File: config.mk
export PLATFORM = sky130hd
export DESIGN_NAME = net_fiu
export DESIGN_NICKNAME = d
export VERILOG_FILES = /design/src/rtl/fiu_pkg.sv /design/src/rtl/fiu_pattern_regs.sv /design/src/rtl/fiu_fault_mux.sv /design/src/rtl/net_fiu.sv
export SDC_FILE = /design/constraint.sdc
export NUM_CORES = 1
export LEC_CHECK = 0
export BUFFER_PORTS_ARGS = -buffer_cell sky130_fd_sc_hd__buf_2
export CORE_MARGIN = 4
export CORE_UTILIZATION = 43
export DETAILED_ROUTE_END_ITERATION = 10
export GPL_ROUTABILITY_DRIVEN = 1
export GPL_TIMING_DRIVEN = 0
export PLACE_DENSITY = 0.81
export SLEW_MARGIN = 20
export SYNTH_ARGS = -nofsm -noshare
export SYNTH_HDL_FRONTEND = slang
export SYNTH_SLANG_ARGS = --single-unit
File: constraint.sdc
create_clock -name clk -period 1.4 [get_ports clk]
set_input_delay 0.14 -clock clk [delete_from_list [all_inputs] [get_ports clk]]
set_output_delay 0.14 -clock clk [all_outputs]
set_load 0.1 [all_outputs]
File: src/rtl/fiu_pkg.sv
package fiu_pkg;

    localparam int PAT_W   = 3;
    localparam int NUM_PH  = 2;
    localparam int STAGE_W = PAT_W * NUM_PH;

    typedef enum logic [PAT_W-1:0] {
        F_NONE  = 3'd0,
        F_SA0   = 3'd1,
        F_SA1   = 3'd2,
        F_DLY   = 3'd3,
        F_SEU   = 3'd4,
        F_SOPEN = 3'd5,
        F_RSV6  = 3'd6,
        F_RSV7  = 3'd7
    } fault_e;

    typedef struct packed {
        logic [PAT_W-1:0] ph2;
        logic [PAT_W-1:0] ph1;
    } pat_pair_t;

    function automatic fault_e pick_phase(pat_pair_t p, logic ph2_sel, logic en);
        if (!en)
            return F_NONE;
        return ph2_sel ? fault_e'(p.ph2) : fault_e'(p.ph1);
    endfunction

endpackage

File: src/rtl/fiu_pattern_regs.sv
module fiu_pattern_regs
    import fiu_pkg::*;
(
    input  logic      clk,
    input  logic      rst,
    input  logic      chain_i,
    input  logic      shift_en_i,
    input  logic      update_i,
    output logic      chain_o,
    output pat_pair_t pat_o
);

    logic [STAGE_W-1:0] sh_q;
    pat_pair_t          pat_q;

    always_ff @(posedge clk) begin
        if (rst) begin
            sh_q  <= '0;
            pat_q <= '0;
        end else begin
            if (shift_en_i)
                sh_q <= {sh_q[STAGE_W-2:0], chain_i};
            if (update_i)
                pat_q <= pat_pair_t'(sh_q);
        end
    end

    assign chain_o = sh_q[STAGE_W-1];
    assign pat_o   = pat_q;


    shift_in_chk: assert property (@(posedge clk) disable iff (rst)
        shift_en_i |=> (sh_q[0] == $past(chain_i)));


    stage_hold_chk: assert property (@(posedge clk) disable iff (rst)
        !shift_en_i |=> $stable(sh_q));


    pat_hold_chk: assert property (@(posedge clk) disable iff (rst)
        !update_i |=> $stable(pat_q));


    pat_load_chk: assert property (@(posedge clk) disable iff (rst)
        update_i |=> (pat_q == pat_pair_t'($past(sh_q))));

endmodule

File: src/rtl/fiu_fault_mux.sv
module fiu_fault_mux
    import fiu_pkg::*;
#(
    parameter int                LFSR_W     = 8,
    parameter logic [LFSR_W-1:0] SOPEN_MASK = 8'b0010_0101,
    parameter fault_e            ONLY_MODEL = F_NONE
) (
    input  logic              clk,
    input  logic              rst,
    input  fault_e            code_i,
    input  logic              orig_i,
    input  logic [LFSR_W-1:0] lfsr_i,
    output logic              inj_o
);

    fault_e code_lim;
    fault_e prev_q;
    logic   dly_q;
    logic   seu_first;
    logic   sopen_val;

    generate
        if (ONLY_MODEL == F_NONE) begin : g_all_models
            assign code_lim = code_i;
        end else begin : g_one_model
            assign code_lim = (code_i == ONLY_MODEL) ? code_i : F_NONE;
        end
    endgenerate

    always_ff @(posedge clk) begin
        if (rst) begin
            dly_q  <= 1'b0;
            prev_q <= F_NONE;
        end else begin
            dly_q  <= orig_i;
            prev_q <= code_lim;
        end
    end

    assign seu_first = (code_lim == F_SEU) && (prev_q != F_SEU);
    assign sopen_val = &(lfsr_i | ~SOPEN_MASK);

    always_comb begin
        unique case (code_lim)
            F_SA0:   inj_o = 1'b0;
            F_SA1:   inj_o = 1'b1;
            F_DLY:   inj_o = dly_q;
            F_SEU:   inj_o = orig_i ^ seu_first;
            F_SOPEN: inj_o = sopen_val;
            default: inj_o = orig_i;
        endcase
    end


    pass_none_chk: assert property (@(posedge clk) disable iff (rst)
        (code_lim == F_NONE) |-> (inj_o == orig_i));


    stuck_low_chk: assert property (@(posedge clk) disable iff (rst)
        (code_lim == F_SA0) |-> !inj_o);


    stuck_high_chk: assert property (@(posedge clk) disable iff (rst)
        (code_lim == F_SA1) |-> inj_o);


    delay_val_chk: assert property (@(posedge clk) disable iff (rst)
        (code_lim == F_DLY && !$past(rst)) |-> (inj_o == $past(orig_i)));


    seu_flip_chk: assert property (@(posedge clk) disable iff (rst)
        (code_lim == F_SEU && $past(code_lim) != F_SEU && !$past(rst)) |-> (inj_o != orig_i));


    seu_once_chk: assert property (@(posedge clk) disable iff (rst)
        (code_lim == F_SEU && $past(code_lim) == F_SEU && !$past(rst)) |-> (inj_o == orig_i));

endmodule

File: src/rtl/net_fiu.sv
module net_fiu
    import fiu_pkg::*;
#(
    parameter int                LFSR_W     = 8,
    parameter logic [LFSR_W-1:0] SOPEN_MASK = 8'b0010_0101,
    parameter fault_e            ONLY_MODEL = F_NONE
) (
    input  logic              clk,
    input  logic              rst,
    input  logic              orig_i,
    output logic              inj_o,
    input  logic              chain_i,
    input  logic              shift_en_i,
    output logic              chain_o,
    input  logic              update_i,
    input  logic              phase_i,
    input  logic              inj_en_i,
    input  logic [LFSR_W-1:0] lfsr_i
);

    pat_pair_t active_pat;
    fault_e    eff_code;

    fiu_pattern_regs u_regs (
        .clk        (clk),
        .rst        (rst),
        .chain_i    (chain_i),
        .shift_en_i (shift_en_i),
        .update_i   (update_i),
        .chain_o    (chain_o),
        .pat_o      (active_pat)
    );

    assign eff_code = pick_phase(active_pat, phase_i, inj_en_i);

    fiu_fault_mux #(
        .LFSR_W     (LFSR_W),
        .SOPEN_MASK (SOPEN_MASK),
        .ONLY_MODEL (ONLY_MODEL)
    ) u_mux (
        .clk    (clk),
        .rst    (rst),
        .code_i (eff_code),
        .orig_i (orig_i),
        .lfsr_i (lfsr_i),
        .inj_o  (inj_o)
    );


    disabled_pass_chk: assert property (@(posedge clk) disable iff (rst)
        !inj_en_i |-> (inj_o == orig_i));

endmodule

# [Word-level counts from Yosys, hierarchy flattened]
# Cells that the tools add are included.
[op_classes] add_sub_neg=0 multipliers=0 div=0 n_lt_le_gt_ge=0 n_eq_ne=6 n_shift=0 n_mux=3 bitwise_logic=1 n_reduce_logical=2
[op_table] operator="$eq A3 B2 Y1 const B" n=2
[op_table] operator="$eq A3 B3 Y1 const B" n=2
[op_table] operator="$mux W3" n=2
[op_table] operator="$pmux W1 S5" n=1
[op_table] operator="$eq A3 B1 Y1 const B" n=1
[op_table] operator="$ne A3 B3 Y1 const B" n=1
[op_table] operator="$reduce_and A3 Y1" n=1
[op_table] operator="$logic_and A1 B1 Y1" n=1
[op_table] operator="$xor A1 B1 Y1" n=1
[totals] regBits=16 latch_bits=0 mem_bits_rw=0 rom_bits=0 inputBits=16 output_inout_bits=2 elab_cells=17 n_memories=0

# [Logic depth before layout (Yosys ltp)]
[logic_depth] depth_word=6 depth_mapped=4 mapped_depth_nobuf=4

# [Modules after synthesis]
# From an unflattened synthesis, not the netlist that was laid out.
[hier_totals] cells_unflattened=64 hier_area_um2=659.4
[modules_own_cells] module="fiu_pattern_regs" n_inst=1 cells_per_inst=39 area_per_inst_um2=432.9 seq_area_each_um2=240.2
[modules_own_cells] module="fiu_fault_mux" n_inst=1 cells_per_inst=19 area_per_inst_um2=177.7 seq_area_each_um2=80.1
[modules_own_cells] module="net_fiu" n_inst=1 cells_per_inst=6 area_per_inst_um2=48.8 seq_area_each_um2=0.0

# [Worst setup path after synthesis]
# No wires, ideal clock.
[synth_timing] kind="register to output" start="register u_regs.pat_q (netlist bit u_regs.pat_o[0])" end="output port inj_o" t_arrival_ns=3.052 required_ns=1.260 setup_slack_ns=-1.792 path_stages_with_launch=5 n_path_buf=0 path_cell_list="dfxtp_1 mux2_4 o211ai_1 o221ai_1 a211oi_1"
[synth_via] elab_chain_cells=6 elab_cells_between_ends=10 classes_between="5 x eq/ne; 3 x mux; 1 x bitwise; 1 x reduce/logical"
[synth_lines] element="start, declared" line_no="fiu_pattern_regs.sv:14" rtl="pat_pair_t pat_q;"
[synth_lines] element="start signal, assigned" line_no="fiu_pattern_regs.sv:24" rtl="pat_q <= pat_pair_t'(sh_q);"
[synth_lines] element="$mux W3 (*) (2 in a row)" line_no="fiu_pkg.sv:26" rtl="return ph2_sel ? fault_e'(p.ph2) : fault_e'(p.ph1);"
[synth_lines] element="$eq A3 B3 Y1" line_no="fiu_fault_mux.sv:40, fiu_fault_mux.sv:44"
[synth_lines] element="$logic_and A1 B1 Y1" line_no="fiu_fault_mux.sv:40" rtl="assign seu_first = (code_lim == F_SEU) && (prev_q != F_SEU);"
[synth_lines] element="$xor A1 B1 Y1" line_no="fiu_fault_mux.sv:48" rtl="F_SEU: inj_o = orig_i ^ seu_first;"
[synth_lines] element="$pmux W1 S5 (*)" line_no="fiu_fault_mux.sv:44" rtl="unique case (code_lim)"
[synth_lines] element="end, declared" line_no="net_fiu.sv:11" rtl="output logic inj_o,"
# Every way passes the cells marked *; elsewhere a longest branch is shown, timed or not.

# [Worst setup path in the final report]
# Same ends and word-level chain as after synthesis.

==> flow_summary.ini <==
[place]
gp_congestion = 0.753
dpl.hpwl_um = 943
place_ws_ns = -0.502
io_buffers = 10

[clocking]
clock_latency_ns = 0.29
tritoncts = yes
cts_setup_buffers = 0
cts_made_buffers = 3
clkTransAtPathRegs_ns = 0.09
cts_max_level = 1
clockRootBuffer = clkbuf_4
clockBufferDepth = 2
cts_sinks = 16

[sta]
slew_viol_final = 0
slew_headroom_pct = 68.0
final-setup-viol-count = 1
finalCritPeriodShare_pct = 140
worst_slack_ns = -0.557
grt_setup_unrepaired = true
worst_pin_slew_ns = 0.483
fmax_mhz = 511
final.setup_skew_ns = 0.00260
hold_violations = 0
period_needed_ns = 1.96

[global_route]
grt_pass1_vias = 491
grtUsageTotal_pct = 14.3
grt_first_pass_wirelength_mm = 2.06
grt_overflow = 0
grt_start_max_net_pins = 11
grt_antenna_before_repair = 0

[routing]
drt_pass1_iterations = 4
routedWlPerCell_um = 12.4
drt_wl_total_mm = 1.17
drc = 0
dr.first_iter.drc_count = 6
ant_nets = 0
avgViaCountPerCell = 5.24
vias = 493

[finish]
n_fill_cell = 128
drive_gt1_share_pct = 26.6
nets = 96
layout_common_cells = 15 x nor2_1, 15 x dfxtp_1, 13 x mux2i_1
area_growth_syn_to_layout_pct = 22.5
diodes = 0

[worst_setup_path]
worst_ep_required_time_ns = 1.26
worstPathArrival_ns = 1.82
end_kind = output pin
cp_max_fo = 4
crit_type = reg -> out
rrSetupSlack_ns = 0.46
start_kind = register

[synth]
netlist.area_leader.share_pct = 48.8
synth.distinct_cells = 19
synth_area_per_cell_um2 = 10.1
seq_area_frac_synth_pct = 48.8
synth_top_cell_by_area = dfxtp_1
yosys_warnings = 0
synth_nets = 81
ys_seq_elements = 16
synth.area.top_cells = dfxtp_1 49%, mux2i_1 20%, nor2_1 8.6%
synth_cells = 65
synthesis.area_um2 = 657

[floorplan]
ios = 18
die_area_um2 = 2220
die_y_um = 47.1
core-area_um2 = 1370
rows = 13
start_util_pct = 48.1
dieWidth_um = 47.1

[pwr]
power_density_nw_per_um2 = 1060
leakage_nw = 0.341
p_total_mw = 0.853
vdd_drop_max_uv = 580

[run_status]
status = finished, violations left
violations = setup timing

[flow_run]
cap_viol_max_count = 0

[hold_path]
hp-class = in -> reg
==> cell usage after synthesis (all sizes together) <==
library cell   n
nor2b          1
nand2          3
or3b           1
dfxtp         16
a2111o         1
clkbuf         3
nor3           1
o221ai         1
o31ai          1
nand3          1
o211ai         1
mux2           3
inv            1
a211oi         2
nor2          15
and2           1
mux2i         13
==> layer usage <==
metal	track usage, %	wire [µm]	vias to the layer above
met2	23.0	530	12
li1	-	-	252
met3	3.45	60	5
met4	11.6	42	0
met5	0	0	-
met1	15.8	531	224
==> sequential cells by signal (all words and copies together) (netlist names) <==
signal / flops
u_regs.pat_o: 6
u_regs.sh_q: 6
u_mux.prev_q: 3
u_mux.dly_q: 1
==> what timing repair did <==
action,4_1_cts,5_1_grt
pin swaps,3,0
hold buffers,0,0
resized for setup,4,2
endpoints found under the setup margin,1,1
==> kinds of logic (layout without fill, tap and decap cells) <==
group	Yosys count	in the layout	share of synthesized area, %
buffers and inverters	4	18	2.29
flip-flops	16	16	48.8
AND/OR/NAND/NOR	23	23	15.0
AO/OA/AOI/OAI	6	6	8.38
multiplexers	16	16	25.5
==> critical path, cell delays in order, from the launching register on <==
cell      delay, ns
dfxtp_2        0.33
mux2_4         0.29
a2111o_1       0.41
a211oi_4       0.26
a211oi_4       0.06
buf_12         0.18
==> stage by stage <==
step                util [%]  cell area, µm²  hold WS [ns]  TNS [ns]  instances
global route            58.9             805        0.0935    -0.607         94
detailed placement      54.5             744         0.383    -0.502         90
global placement        54.5             744         0.374    -0.429         90
floorplan                  -             676         0.212    -0.435         65
CTS                     58.2             796        0.0826    -0.598         94
finish                  58.9             805        0.0862    -0.557         94
==> where the power goes <==
group	switching, mW	internal (mW)	total (mW)
sequential	0.00429	0.462	0.466
combinational	0.0478	0.0370	0.0847
clock	0.143	0.158	0.302
total	0.195	0.658	0.853
==> area by class of cell <==
class / instances / area (µm²) / share of cell area, %
multi-input cells: 45 / 348 / 43.2
flip-flops and latches: 16 / 322 / 40.0
repair buffers: 10 / 65.1 / 8.09
clock buffers: 4 / 36.3 / 4.51
well taps: 15 / 18.8 / 2.33
plain buffers: 3 / 11.3 / 1.40
inverters: 1 / 3.75 / 0.467
==> final timing paths <==
kind                                     start                            to  cells after the start
setup / recovery  u_regs.pat_o[0]$_SDFFE_PP0P_                         inj_o                      5
hold / removal                         chain_i   u_regs.sh_q[0]$_SDFFE_PP0P_                      3
setup reg to reg  u_regs.pat_o[1]$_SDFFE_PP0P_    u_mux.prev_q[1]$_SDFF_PP0_                      3
hold reg to reg   u_regs.pat_o[0]$_SDFFE_PP0P_  u_regs.pat_o[0]$_SDFFE_PP0P_                      2
(Power assumes the default switching activity.)
